## src/rtl/mavf_pkg.sv

```systemverilog
package mavf_pkg;

  typedef enum logic [1:0] {
    ST_IDLE  = 2'd0,
    ST_SORT  = 2'd1,
    ST_WRITE = 2'd2,
    ST_CHECK = 2'd3
  } mavf_state_e;

  // number of samples in a burst for a given size code (2*code+1)
  function automatic logic [2:0] burst_len(input logic [1:0] code);
    return {code, 1'b1};
  endfunction

  // 1-2-1 weighted mean of three neighbours, shifts and adds only
  function automatic logic [31:0] smooth3(input logic [31:0] a,
                                          input logic [31:0] b,
                                          input logic [31:0] c);
    return (a + (b << 1) + c) >> 2;
  endfunction

  function automatic logic under_lim(input logic [31:0] v, input logic [31:0] lim);
    return v < lim;
  endfunction

  function automatic logic over_lim(input logic [31:0] v, input logic [31:0] lim);
    return v > lim;
  endfunction

endpackage

```

## src/rtl/mavf_rank_list.sv

```systemverilog
module mavf_rank_list #(
  parameter int DW    = 12,
  parameter int DEPTH = 7,
  parameter int CW    = 3
) (
  input  logic                clk,
  input  logic                rst_n,
  input  logic                ins,
  input  logic [CW-1:0]       fill,
  input  logic [DW-1:0]       din,
  output logic [DEPTH*DW-1:0] ranks
);

  logic [DEPTH-1:0][DW-1:0] slot_q;
  logic [DEPTH-1:0][DW-1:0] slot_d;
  logic [DEPTH-1:0]         keep;
  logic [DEPTH-1:0]         wr_en;

  for (genvar i = 0; i < DEPTH; i++) begin : g_slot
    // an occupied slot whose value is not above the new sample stays put
    assign keep[i] = (i < int'(fill)) && (slot_q[i] <= din);
    if (i == 0) begin : g_head
      assign slot_d[i] = keep[i] ? slot_q[i] : din;
      assign wr_en[i]  = ins;
    end else begin : g_body
      assign slot_d[i] = keep[i]   ? slot_q[i]   :
                         keep[i-1] ? din         : slot_q[i-1];
      assign wr_en[i]  = ins && (i <= int'(fill));
    end
    assign ranks[i*DW +: DW] = slot_q[i];
  end

  always_ff @(posedge clk or negedge rst_n) begin
    if (!rst_n) begin
      slot_q <= '0;
    end else begin
      for (int j = 0; j < DEPTH; j++) begin
        if (wr_en[j]) slot_q[j] <= slot_d[j];
      end
    end
  end

endmodule

```

## src/rtl/mavf_pick.sv

```systemverilog
module mavf_pick #(
  parameter int DW    = 12,
  parameter int DEPTH = 7
) (
  input  logic [DEPTH*DW-1:0] ranks,
  input  logic [1:0]          code,
  input  logic                avg_en,
  output logic [DW-1:0]       median,
  output logic [DW-1:0]       centre_avg,
  output logic [DW-1:0]       pick
);

  import mavf_pkg::*;

  logic [DW-1:0] slot [DEPTH];
  logic [2:0]    idx_mid;
  logic [2:0]    idx_lo;
  logic [2:0]    idx_hi;
  logic [DW-1:0] nb_lo;
  logic [DW-1:0] nb_hi;

  for (genvar i = 0; i < DEPTH; i++) begin : g_unpack
    assign slot[i] = ranks[i*DW +: DW];
  end

  assign idx_mid = {1'b0, code};
  assign idx_lo  = (code == 2'd0) ? 3'd0 : idx_mid - 3'd1;
  assign idx_hi  = (code == 2'd0) ? 3'd0 : idx_mid + 3'd1;

  assign median = slot[idx_mid];
  assign nb_lo  = slot[idx_lo];
  assign nb_hi  = slot[idx_hi];

  assign centre_avg = (code == 2'd0) ? median :
                      DW'(smooth3(32'(nb_lo), 32'(median), 32'(nb_hi)));

  assign pick = avg_en ? centre_avg : median;

endmodule

```

## src/rtl/mavf_alert_bank.sv

```systemverilog
module mavf_alert_bank #(
  parameter int NCH = 2,
  parameter int DW  = 12,
  parameter int CHW = 1
) (
  input  logic              clk,
  input  logic              rst_n,
  input  logic              chk,
  input  logic [CHW-1:0]    chk_ch,
  input  logic [DW-1:0]     val,
  input  logic [NCH*DW-1:0] lim_lo,
  input  logic [NCH*DW-1:0] lim_hi,
  input  logic [NCH-1:0]    irq_mask,
  input  logic [NCH-1:0]    clr_lo,
  input  logic [NCH-1:0]    clr_hi,
  output logic [NCH-1:0]    alert_lo,
  output logic [NCH-1:0]    alert_hi,
  output logic              irq
);

  import mavf_pkg::*;

  logic [NCH-1:0] hit_lo;
  logic [NCH-1:0] hit_hi;
  logic [NCH-1:0] live;

  for (genvar c = 0; c < NCH; c++) begin : g_cmp
    logic sel;
    assign sel       = chk && (int'(chk_ch) == c);
    assign hit_lo[c] = sel && under_lim(32'(val), 32'(lim_lo[c*DW +: DW]));
    assign hit_hi[c] = sel && over_lim(32'(val), 32'(lim_hi[c*DW +: DW]));
  end

  always_ff @(posedge clk or negedge rst_n) begin
    if (!rst_n) begin
      alert_lo <= '0;
      alert_hi <= '0;
    end else begin
      alert_lo <= (alert_lo & ~clr_lo) | hit_lo;
      alert_hi <= (alert_hi & ~clr_hi) | hit_hi;
    end
  end

  assign live = (alert_lo | alert_hi) & ~irq_mask;
  assign irq  = |live;

endmodule

```

## src/rtl/median_avg_filter.sv

```systemverilog
module median_avg_filter #(
  parameter int NCH      = 2,
  parameter int DW       = 12,
  parameter int SORT_CYC = 3,
  parameter int CHW      = (NCH > 1) ? $clog2(NCH) : 1
) (
  input  logic              clk,
  input  logic              rst_n,
  input  logic [1:0]        cfg_size,
  input  logic              cfg_avg,
  input  logic              smp_valid,
  input  logic [CHW-1:0]    smp_chan,
  input  logic [DW-1:0]     smp_data,
  output logic              smp_ready,
  input  logic [NCH*DW-1:0] lim_lo,
  input  logic [NCH*DW-1:0] lim_hi,
  input  logic [NCH-1:0]    irq_mask,
  input  logic [NCH-1:0]    clr_lo,
  input  logic [NCH-1:0]    clr_hi,
  output logic              res_valid,
  output logic [CHW-1:0]    res_chan,
  output logic [NCH*DW-1:0] res_all,
  output logic [NCH-1:0]    alert_lo,
  output logic [NCH-1:0]    alert_hi,
  output logic              irq
);

  import mavf_pkg::*;

  localparam int DEPTH = 7;
  localparam int CW    = $clog2(DEPTH + 1);
  localparam int TW    = (SORT_CYC > 1) ? $clog2(SORT_CYC) : 1;

  mavf_state_e           state;
  logic [CW-1:0]         rank_cnt;
  logic [TW-1:0]         tmr;
  logic [CHW-1:0]        burst_ch;
  logic [1:0]            burst_code;
  logic                  burst_avg;
  logic [NCH-1:0][DW-1:0] res_q;

  // named internal events
  logic                  take_evt;
  logic                  first_evt;
  logic                  sort_end;
  logic                  burst_full;
  logic [DEPTH*DW-1:0]   rank_flat;
  logic [DW-1:0]         med_val;
  logic [DW-1:0]         avg_val;
  logic [DW-1:0]         filt_val;

  assign smp_ready  = (state == ST_IDLE);
  assign take_evt   = smp_valid && smp_ready;
  assign first_evt  = take_evt && (rank_cnt == '0);
  assign sort_end   = (state == ST_SORT) && (tmr == '0);
  assign burst_full = (rank_cnt == CW'(burst_len(burst_code)));

  always_ff @(posedge clk or negedge rst_n) begin
    if (!rst_n) begin
      state      <= ST_IDLE;
      rank_cnt   <= '0;
      tmr        <= '0;
      burst_ch   <= '0;
      burst_code <= '0;
      burst_avg  <= 1'b0;
    end else begin
      unique case (state)
        ST_IDLE: begin
          if (take_evt) begin
            if (first_evt) begin
              burst_ch   <= smp_chan;
              burst_code <= cfg_size;
              burst_avg  <= cfg_avg;
            end
            rank_cnt <= rank_cnt + 1'b1;
            tmr      <= TW'(SORT_CYC - 1);
            state    <= ST_SORT;
          end
        end
        ST_SORT: begin
          if (sort_end) state <= burst_full ? ST_WRITE : ST_IDLE;
          else          tmr   <= tmr - 1'b1;
        end
        ST_WRITE: state <= ST_CHECK;
        ST_CHECK: begin
          rank_cnt <= '0;
          state    <= ST_IDLE;
        end
        default: state <= ST_IDLE;
      endcase
    end
  end

  always_ff @(posedge clk or negedge rst_n) begin
    if (!rst_n) begin
      res_q <= '0;
    end else if (state == ST_WRITE) begin
      res_q[burst_ch] <= filt_val;
    end
  end

  mavf_rank_list #(.DW(DW), .DEPTH(DEPTH), .CW(CW)) u_rank (
    .clk   (clk),
    .rst_n (rst_n),
    .ins   (take_evt),
    .fill  (rank_cnt),
    .din   (smp_data),
    .ranks (rank_flat)
  );

  mavf_pick #(.DW(DW), .DEPTH(DEPTH)) u_pick (
    .ranks      (rank_flat),
    .code       (burst_code),
    .avg_en     (burst_avg),
    .median     (med_val),
    .centre_avg (avg_val),
    .pick       (filt_val)
  );

  mavf_alert_bank #(.NCH(NCH), .DW(DW), .CHW(CHW)) u_alert (
    .clk      (clk),
    .rst_n    (rst_n),
    .chk      (state == ST_CHECK),
    .chk_ch   (burst_ch),
    .val      (res_q[burst_ch]),
    .lim_lo   (lim_lo),
    .lim_hi   (lim_hi),
    .irq_mask (irq_mask),
    .clr_lo   (clr_lo),
    .clr_hi   (clr_hi),
    .alert_lo (alert_lo),
    .alert_hi (alert_hi),
    .irq      (irq)
  );

  assign res_valid = (state == ST_CHECK);
  assign res_chan  = burst_ch;
  assign res_all   = res_q;

endmodule

```

## config.mk

```make
export PLATFORM = sky130hd
export DESIGN_NAME = median_avg_filter
export DESIGN_NICKNAME = d
export VERILOG_FILES = /design/src/rtl/mavf_pkg.sv /design/src/rtl/mavf_rank_list.sv /design/src/rtl/mavf_pick.sv /design/src/rtl/mavf_alert_bank.sv /design/src/rtl/median_avg_filter.sv
export SDC_FILE = /design/constraint.sdc
export NUM_CORES = 1
export LEC_CHECK = 0
export BUFFER_PORTS_ARGS = -buffer_cell sky130_fd_sc_hd__buf_2
export CORE_MARGIN = 10
export CORE_UTILIZATION = 45
export CTS_CLUSTER_DIAMETER = 60
export DETAILED_ROUTE_END_ITERATION = 8
export PLACE_DENSITY_LB_ADDON = 0.3
export SETUP_SLACK_MARGIN = 0.1
export SKIP_LAST_GASP = 1
export SLEW_MARGIN = 20
export SYNTH_ARGS = -nofsm -noshare
export SYNTH_HDL_FRONTEND = slang
export SYNTH_HIERARCHICAL = 1
export SYNTH_SLANG_ARGS = --single-unit
```

## constraint.sdc

```tcl
create_clock -name clk -period 4.65 [get_ports clk]
set_clock_uncertainty 0.1 [all_clocks]
set_input_delay 0.93 -clock clk [delete_from_list [all_inputs] [get_ports clk]]
set_output_delay 0.93 -clock clk [all_outputs]
set_load 0.05 [all_outputs]
```

==> results.toml, run 1 <==
[logic_synthesis]
syn_nets = 1567
avgSynthCellArea_sq_um = 8.96
synth_cells = 1333
yosysWarnings = 6
synth_area_sq_um = 11900

[global_routing]
antenna_found_initial = 0
grt_pass1_wl_mm = 57.7
grt_overflow = 0
grt_pass1_vias = 10500
grt_use_total_pct = 21.4
grt_max_degree = 103

[worst_setup_path]
cp_max_fo = 12
crit_type = "flop to flop"
worstPathRequired_ps = 4860
r2r_slack_ps = 390
cp-end-kind = "flop"
arrival_ps = 4470
critPathLaunchType = "flop"

[placement]
gp_congestion = 0.948
dpl_cell_area_sq_um = 12800
dp_hpwl_mm = 28.5
io_buffers = 104

[cells_and_area]
area_growth_pct = 12.4
diodes = 0
drive_above_1_share_pct = 20.9
design_area_sq_um = 13400
n_fill_cell = 2447
nets = 1632

[sta]
clock.fmax_mhz = 235
fin_crit_sh_pct = 91.6
tns_ps = 0
whs_ps = 417
slew_violations = 0
relSlewSlack_pct = 32.3
finalSetupViolCount = 0
timing.final.crit_period_ps = 4260
rsz0062_at_grt = "false"
tightest_slew_ps = 1020
hold_viol = 0

[drt]
ant_nets = 0
wl_per_cell_um = 21.1
drt_iter0_markers = 1074
wirelength_mm = 36.8
dr.pass1.iters = 6
vias = 10700
via_per_inst = 6.12
remaining_drc_errors = 0

[floorplan]
die_area_sq_um = 33500
die_x_um = 183
die_y_um = 183
initial_core_util_pct = 45.8
core_sq_um = 26100
ios = 105
rows = 59

[min_path]
hold_class = "flop to flop"

[flow_run]
cap_violations = 0

[cts]
cts-root-buf = "clkbuf_16"
cts_tree = "yes"
cts_buffers = 17
post_cts_buffers = 0
clkTransAtPathRegs_ps = 60
clock_latency_ps = 440
cts_max_level = 4
clock-sinks = 123
clockBufferDepth = 2

[status]
status = "completed"
==> cells in the final DEF, fill, tap and decap left out, types with 22 or more instances in the layout <==
master	n
dfrtp_1	123
nand3_1	81
inv_1	123
o21ai_0	104
a31oi_1	61
nor2_1	76
a211oi_1	22
mux2_4	24
mux2i_1	37
ha_1	147
a21oi_1	86
nand4_1	24
buf_4	23
mux2_2	47
buf_2	103
nand2_1	64
==> stage by stage <==
| step | std cells | worst slack, ps | utilization (%) |
|---|---|---|---|
| global route | 1746 | 140 | 51.5 |
| finish | 1746 | 392 | 51.5 |
| floorplan | 1333 | 124 | - |
| global placement | 1713 | 457 | 49.0 |
| detailed placement | 1713 | 356 | 49.0 |
| CTS | 1745 | 328 | 51.3 |
==> per-layer routing <==
layer	vias to the layer above	GRT usage, %	part of all wire, %
met5	-	0	0
met4	0	4.58	1.4
met3	44	4.57	7.5
met2	422	35.7	47
met1	5175	27.8	44
li1	5044	-	-
==> state kept, by name, summed over array words and instances (netlist names), named ones only <==
signal / flops
burst_avg: 1
burst_code: 2
rank_cnt: 3
res_all: 24
res_chan: 1
state: 1
tmr: 2
u_alert/alert_hi: 2
u_alert/alert_lo: 2
u_rank/ranks: 84
==> repair_timing <==
action,in CTS,in global routing
setup endpoints to repair,0,5
hold buffers,0,0
gates resized for setup,0,5
==> worst paths after layout <==
check | startpoint | to | cells after the start
setup / recovery | burst_code[0]$_DFFE_PN0P_ | res_all[5]$_DFFE_PN0P_ | 17
hold / removal | res_all[6]$_DFFE_PN0P_ | res_all[6]$_DFFE_PN0P_ | 1
setup reg to reg | burst_code[0]$_DFFE_PN0P_ | res_all[5]$_DFFE_PN0P_ | 17
hold reg to reg | res_all[6]$_DFFE_PN0P_ | res_all[6]$_DFFE_PN0P_ | 1
max in group asynchronous | rst_n | res_all[3]$_DFFE_PN0P_ | 2
min in group asynchronous | rst_n | res_all[19]$_DFFE_PN0P_ | 1
==> final cells by class <==
cell class | instances | area (sq um) | share of cell area (%)
repair buffers | 132 | 796 | 5.93
multi-input cells | 1000 | 8060 | 60.0
clock inverters | 14 | 170 | 1.27
inverters | 124 | 470 | 3.50
well taps | 335 | 419 | 3.12
flip-flops and latches | 123 | 3080 | 22.9
clock buffers | 18 | 439 | 3.27
==> worst max-delay path: stages (launching register included) <==
cell and delay [ps]:
dfrtp_1 400, inv_1 170, ha_4 250, nor2b_1 240
buf_12 170, nand2_1 70, o211ai_1 100, o21ai_0 140
fa_1 520, inv_1 70, fa_1 460, a21o_1 180
a21oi_1 220, o21bai_1 140, a21oi_1 300, xnor2_1 160
o21ai_0 130, mux2_1 340
Power of run 1 is not shown: default switching activity piles up to over one toggle a cycle in this logic, so the estimate is an artifact.
==> run 2, diff against run 1 <==
--- a/config.mk
+++ b/config.mk
@@ -6,11 +6,12 @@
 export NUM_CORES = 1
 export LEC_CHECK = 0
 export BUFFER_PORTS_ARGS = -buffer_cell sky130_fd_sc_hd__buf_2
+export CORE_ASPECT_RATIO = 1.5
 export CORE_MARGIN = 10
 export CORE_UTILIZATION = 45
 export CTS_CLUSTER_DIAMETER = 60
 export DETAILED_ROUTE_END_ITERATION = 8
-export PLACE_DENSITY_LB_ADDON = 0.3
+export PLACE_DENSITY = 0.72
 export SETUP_SLACK_MARGIN = 0.1
 export SKIP_LAST_GASP = 1
 export SLEW_MARGIN = 20
==> run 2 against run 1 <==
Die area up 0.40%. Cell area down 0.10%. Non-clock buffer count unchanged. First-iteration DRC count down 16%. Setup slack worse by 110 ps. Sequential share of layout area about the same. Largest cell class unchanged.
==> results.toml, run 2 (synthesis gave the netlist of run 1 again) <==
[floorplan]
initial_core_util_pct = 45.4
core_sq_um = 26300
die_x_um = 153
ios = 105
rows = 73
die_area_sq_um = 33600
die_y_um = 220

[cts]
hold_buffers = 0
clock-sinks = 123
clkTransAtPathRegs_ps = 60
cts_max_level = 4
clock_latency_ps = 430
cts_buffers = 17
cts-root-buf = "clkbuf_16"
clockBufferDepth = 2
cts_tree = "yes"

[cells_and_area]
largest_reg_flops = 84
nets = 1632
design_area_sq_um = 13400
layout_common_cells = "146 x ha_1, 123 x inv_1, 122 x dfrtp_1"
diodes = 0
drive_above_1_share_pct = 20.9
area_growth_pct = 12.3
layout_commonest_cell = "ha_1"

[drt]
wl_per_cell_um = 21.3
ant_nets = 0
remaining_drc_errors = 0
wirelength_mm = 37.2
drt_iter0_markers = 905
via_per_inst = 6.31
dr.pass1.iters = 5
vias = 11000

[global_routing]
grt_pass1_wl_mm = 58.5
antenna_found_initial = 0
grt_pass1_vias = 11200
grt_overflow = 0
grt_max_degree = 67
grt_use_total_pct = 21.5

[worst_setup_path]
crit_cells = 16
critPathTopFamily = "compound AO/OA/AOI/OAI gates"
crit_buf_inv = 3
r2r-end = "res_all[10]$_DFFE_PN0P_"
r2r_slack_ps = 280
critPathLaunchType = "flop"
reg2regPathDepth = 16
cp_max_fo = 15
crit_chain = "buf_4 -> ha_4 -> nor2b_1 -> buf_4 -> nand2_1 -> o21ai_0 -> a21oi_1 -> fa_1 -> inv_1 -> ha_1 -> a21oi_1 -> o21bai_1 -> a21oi_1 -> o311ai_0 -> a211o_1 -> mux2_1"
critPathMaxStageDelay_ps = 570
worstPathRequired_ps = 4860
cp-end-kind = "flop"
r2r_start = "burst_code[0]$_DFFE_PN0P_"
crit_type = "flop to flop"
crit_path_frequent_cell = "a21oi_1"
arrival_ps = 4580
slowest_stage = "fa_1"

[placement]
io_buffers = 104
dp_hpwl_mm = 29.3
gp_congestion = 0.964
dpl_cell_area_sq_um = 12800

[flow_run]
cap_violations = 0

[sta]
finalSetupViolCount = 0
fin_crit_sh_pct = 94.0
tns_ps = 0
clock.fmax_mhz = 229
tightest_slew_ps = 956
rsz0062_at_grt = "false"
timing.final.crit_period_ps = 4370
relSlewSlack_pct = 36.2
slew_violations = 0
hold_viol = 0

[min_path]
min_to = "res_all[4]$_DFFE_PN0P_"
holdCritStartpoint = "res_all[4]$_DFFE_PN0P_"
hold_depth = 1
hold_class = "flop to flop"

[status]
status = "completed"
-- run 2: cell types whose count changed in the layout (fill, tap and decap cells not counted), sizes merged --
cell | before | now
buf | 131 | 132
clkbuf | 19 | 20
clkinvlp | 0 | 3
inv | 134 | 127
clkinv | 2 | 4
-- run 2: metrics by stage --
step / setup slack, ps / utilization, % / hold WS, ps / instances
3_3_place_gp: 356 / 48.6 / 398 / 1716
2_1_floorplan: 124 / - / 379 / 1333
4_1_cts: 209 / 50.9 / 428 / 1748
6_report: 278 / 51.0 / 421 / 1748
5_1_grt: 106 / 51.0 / 443 / 1748
3_5_place_dp: 250 / 48.6 / 414 / 1716
-- run 2: layout make-up --
| cell class | count | area (sq um) |
|---|---|---|
| fill | 2406 | 12900 |
| multi-input combinational | 1000 | 8060 |
| sequential | 123 | 3080 |
| timing repair buffer | 132 | 783 |
| inverter | 124 | 470 |
| clock buffer | 20 | 467 |
| tap | 337 | 422 |
| clock inverter | 12 | 136 |
-- run 2: worst max-delay path by stage --
stage	end	start	slack (ps)
floorplan	res_all[7]$_DFFE_PN0P_	burst_code[0]$_DFFE_PN0P_	120
global placement	res_all[10]$_DFFE_PN0P_	burst_code[0]$_DFFE_PN0P_	360
detailed placement	res_all[10]$_DFFE_PN0P_	burst_code[0]$_DFFE_PN0P_	250
CTS	res_all[10]$_DFFE_PN0P_	burst_code[0]$_DFFE_PN0P_	210
global route	res_all[22]$_DFFE_PN0P_	burst_code[0]$_DFFE_PN0P_	110
finish	res_all[10]$_DFFE_PN0P_	burst_code[0]$_DFFE_PN0P_	280
-- run 2: layer usage --
metal  vias up  part of all wire, %  global-route usage [%]
met2       545                   51                    39.2
met5         -                    0                       0
met3       138                  7.0                    3.94
met1      5308                   37                    22.7
li1       5033                    -                       -
met4         0                  5.4                    12.8
-- run 2: what timing repair did --
| action | in CTS | in global routing |
|---|---|---|
| setup buffers | 0 | 0 |
| resized for setup | 0 | 4 |
| endpoints found under the setup margin | 0 | 10 |
Power of run 2 is left out for the same reason.
==> run 3, diff against run 2 <==
--- a/config.mk
+++ b/config.mk
@@ -5,12 +5,14 @@
 export SDC_FILE = /design/constraint.sdc
 export NUM_CORES = 1
 export LEC_CHECK = 0
+export ABC_AREA = 1
 export BUFFER_PORTS_ARGS = -buffer_cell sky130_fd_sc_hd__buf_2
 export CORE_ASPECT_RATIO = 1.5
 export CORE_MARGIN = 10
 export CORE_UTILIZATION = 45
 export CTS_CLUSTER_DIAMETER = 60
 export DETAILED_ROUTE_END_ITERATION = 8
+export GPL_ROUTABILITY_DRIVEN = 0
 export PLACE_DENSITY = 0.72
 export SETUP_SLACK_MARGIN = 0.1
 export SKIP_LAST_GASP = 1
==> run 3 against run 2 <==
Sequential share of layout area is 0.86 points lower. Flip-flop and latch count stayed put. First-iteration DRC count is 23% higher. Register-to-register slack better by 150 ps. Hold slack worse by 15 ps. Critical path type unchanged.
==> results.toml, run 3 <==
[cts]
cts_tree = "yes"
cts_max_level = 4
hold_buffers = 0
cts-root-buf = "clkbuf_16"
clkTransAtPathRegs_ps = 60
clock-sinks = 123
clockBufferDepth = 2
cts_buffers = 17
clock_latency_ps = 440

[floorplan]
rows = 75
die_x_um = 157
die_area_sq_um = 35600
core_sq_um = 28000
die_y_um = 226
initial_core_util_pct = 45.6
ios = 105

[min_path]
holdCritStartpoint = "u_alert/alert_lo[1]$_DFF_PN0_"
min_to = "u_alert/alert_lo[1]$_DFF_PN0_"
hold_depth = 2
hold_class = "flop to flop"

[global_routing]
grt_overflow = 0
grt_util_met2_pct = 37.6
antenna_found_initial = 0
met1_usage_pct = 25.7
met3_usage_pct = 4.00
grt_pass1_vias = 12100
grt_pass1_wl_mm = 63.5
grt_max_degree = 64
busiest_layer = "met2"
grt_use_total_pct = 22.7

[placement]
io_buffers = 104
dp_hpwl_mm = 31.8
dpl_worst_slack_ps = 402
dp_cells = 2304

[cells_and_area]
area_growth_pct = 9.18
n_fill_cell = 2853
layout_commonest_cell = "nand2_1"
diodes = 0
drive_above_1_share_pct = 13.5
stdcell_count = 2336
largest_reg_flops = 84
nets = 2214
layout_common_cells = "795 x nand2_1, 235 x inv_1, 147 x ha_1"

[worst_setup_path]
crit_type = "flop to flop"
r2r-end = "res_all[21]$_DFFE_PN0P_"
crit_path_frequent_cell = "nand2_1"
critPathTopFamily = "adder cells"
worstPathRequired_ps = 4850
crit_buf_inv = 6
reg2regPathDepth = 25
cp-end-kind = "flop"
cp_max_fo = 16
critPathMaxStageDelay_ps = 510
arrival_ps = 4430
r2r_slack_ps = 420
slowest_stage = "fa_1"
critPathLaunchType = "flop"
r2r_start = "burst_code[0]$_DFFE_PN0P_"

[sta]
fin_ws_ps = 425
rsz0062_at_grt = "false"
finalSetupViolCount = 0
slew_violations = 0
timing.final.crit_period_ps = 4230
hold_viol = 0
clock.fmax_mhz = 237
tns_ps = 0
relSlewSlack_pct = 42.2
fin_crit_sh_pct = 90.9
tightest_slew_ps = 868

[drt]
ant_nets = 0
wl_per_cell_um = 17.5
dr.pass1.iters = 6
drt_iter0_markers = 1115
vias = 12800
remaining_drc_errors = 0
via_per_inst = 5.48
wirelength_mm = 40.9

[logic_synthesis]
synth_cells = 1914
yosysWarnings = 6
syn_nets = 2148
avgSynthCellArea_sq_um = 6.67
synth_area_sq_um = 12800

[power]
powerDensity_nw_per_um2 = 876
p_leak_nw = 8.20
ir_drop_v = 0.000555

[flow_run]
cap_violations = 0

[status]
status = "completed"
==> run 3: per-layer routing <==
layer / share of wire, % / vias up
li1: - / 6213
met2: 47 / 637
met4: 7.1 / 0
met3: 8.1 / 143
met5: 0 / -
met1: 38 / 5818
==> run 3: stage by stage <==
step	hold slack (ps)	cell area (sq um)	util, %	power [mW]
floorplan	375	12800	-	8.71
global placement	382	13300	47.6	10.5
detailed placement	395	13300	47.6	10.6
CTS	409	13900	49.7	12.0
global route	447	13900	49.8	13.4
finish	407	13900	49.8	12.2
==> run 3: how the worst max path moves through the flow <==
stage,from,endpoint,cells past startpoint
final,burst_code[0]$_DFFE_PN0P_,res_all[21]$_DFFE_PN0P_,25
after global routing,burst_code[0]$_DFFE_PN0P_,res_all[21]$_DFFE_PN0P_,23
after CTS,burst_code[0]$_DFFE_PN0P_,res_all[7]$_DFFE_PN0P_,23
after detailed placement,burst_code[0]$_DFFE_PN0P_,res_all[21]$_DFFE_PN0P_,25
after global placement,burst_code[0]$_DFFE_PN0P_,res_all[19]$_DFFE_PN0P_,23
after floorplan,burst_code[0]$_DFFE_PN0P_,res_all[19]$_DFFE_PN0P_,23
==> run 3: report_power, final <==
part,total [mW],switching (mW),internal [mW]
registers,2.12,0.658,1.46
logic,8.76,5.76,3.00
clock network,1.32,0.487,0.833
total,12.2,6.91,5.29
==> run 3: what timing repair did <==
item	in CTS	in global routing
gates resized for setup	0	5
buffers inserted	0	3
endpoints found under the setup margin	0	6
endpoints found under the hold margin	0	0
==> run 3: final cells by class <==
cell class              instances  area (sq um)  area share, %
clock inverters                 7          91.3          0.656
inverters                     258           982           7.05
clock buffers                  22           484           3.48
repair buffers                117           643           4.62
flip-flops and latches        123          3080           22.1
well taps                     346           433           3.11
multi-input cells            1463          8220           59.0
==> run 3: worst register-to-register path, cell delays in order (launching register included) <==
cell     delay [ps]
dfrtp_1         440
inv_2            80
buf_4           200
ha_1            240
inv_4           110
nand2_4         170
inv_2           140
o22ai_1         220
nor2_1           90
fa_1            510
a21oi_1          60
nand2_1          90
inv_2            50
fa_1            410
nand3_1         100
nand2_1         120
a21oi_1         240
o21ai_1         140
nand2_1         100
nand3_1          70
nand2_1          70
nand3_1          60
nand3_1          70
nand2_1          60
inv_1            80
o21ai_1          70
Note: power is estimated with default switching activity, not from simulation.
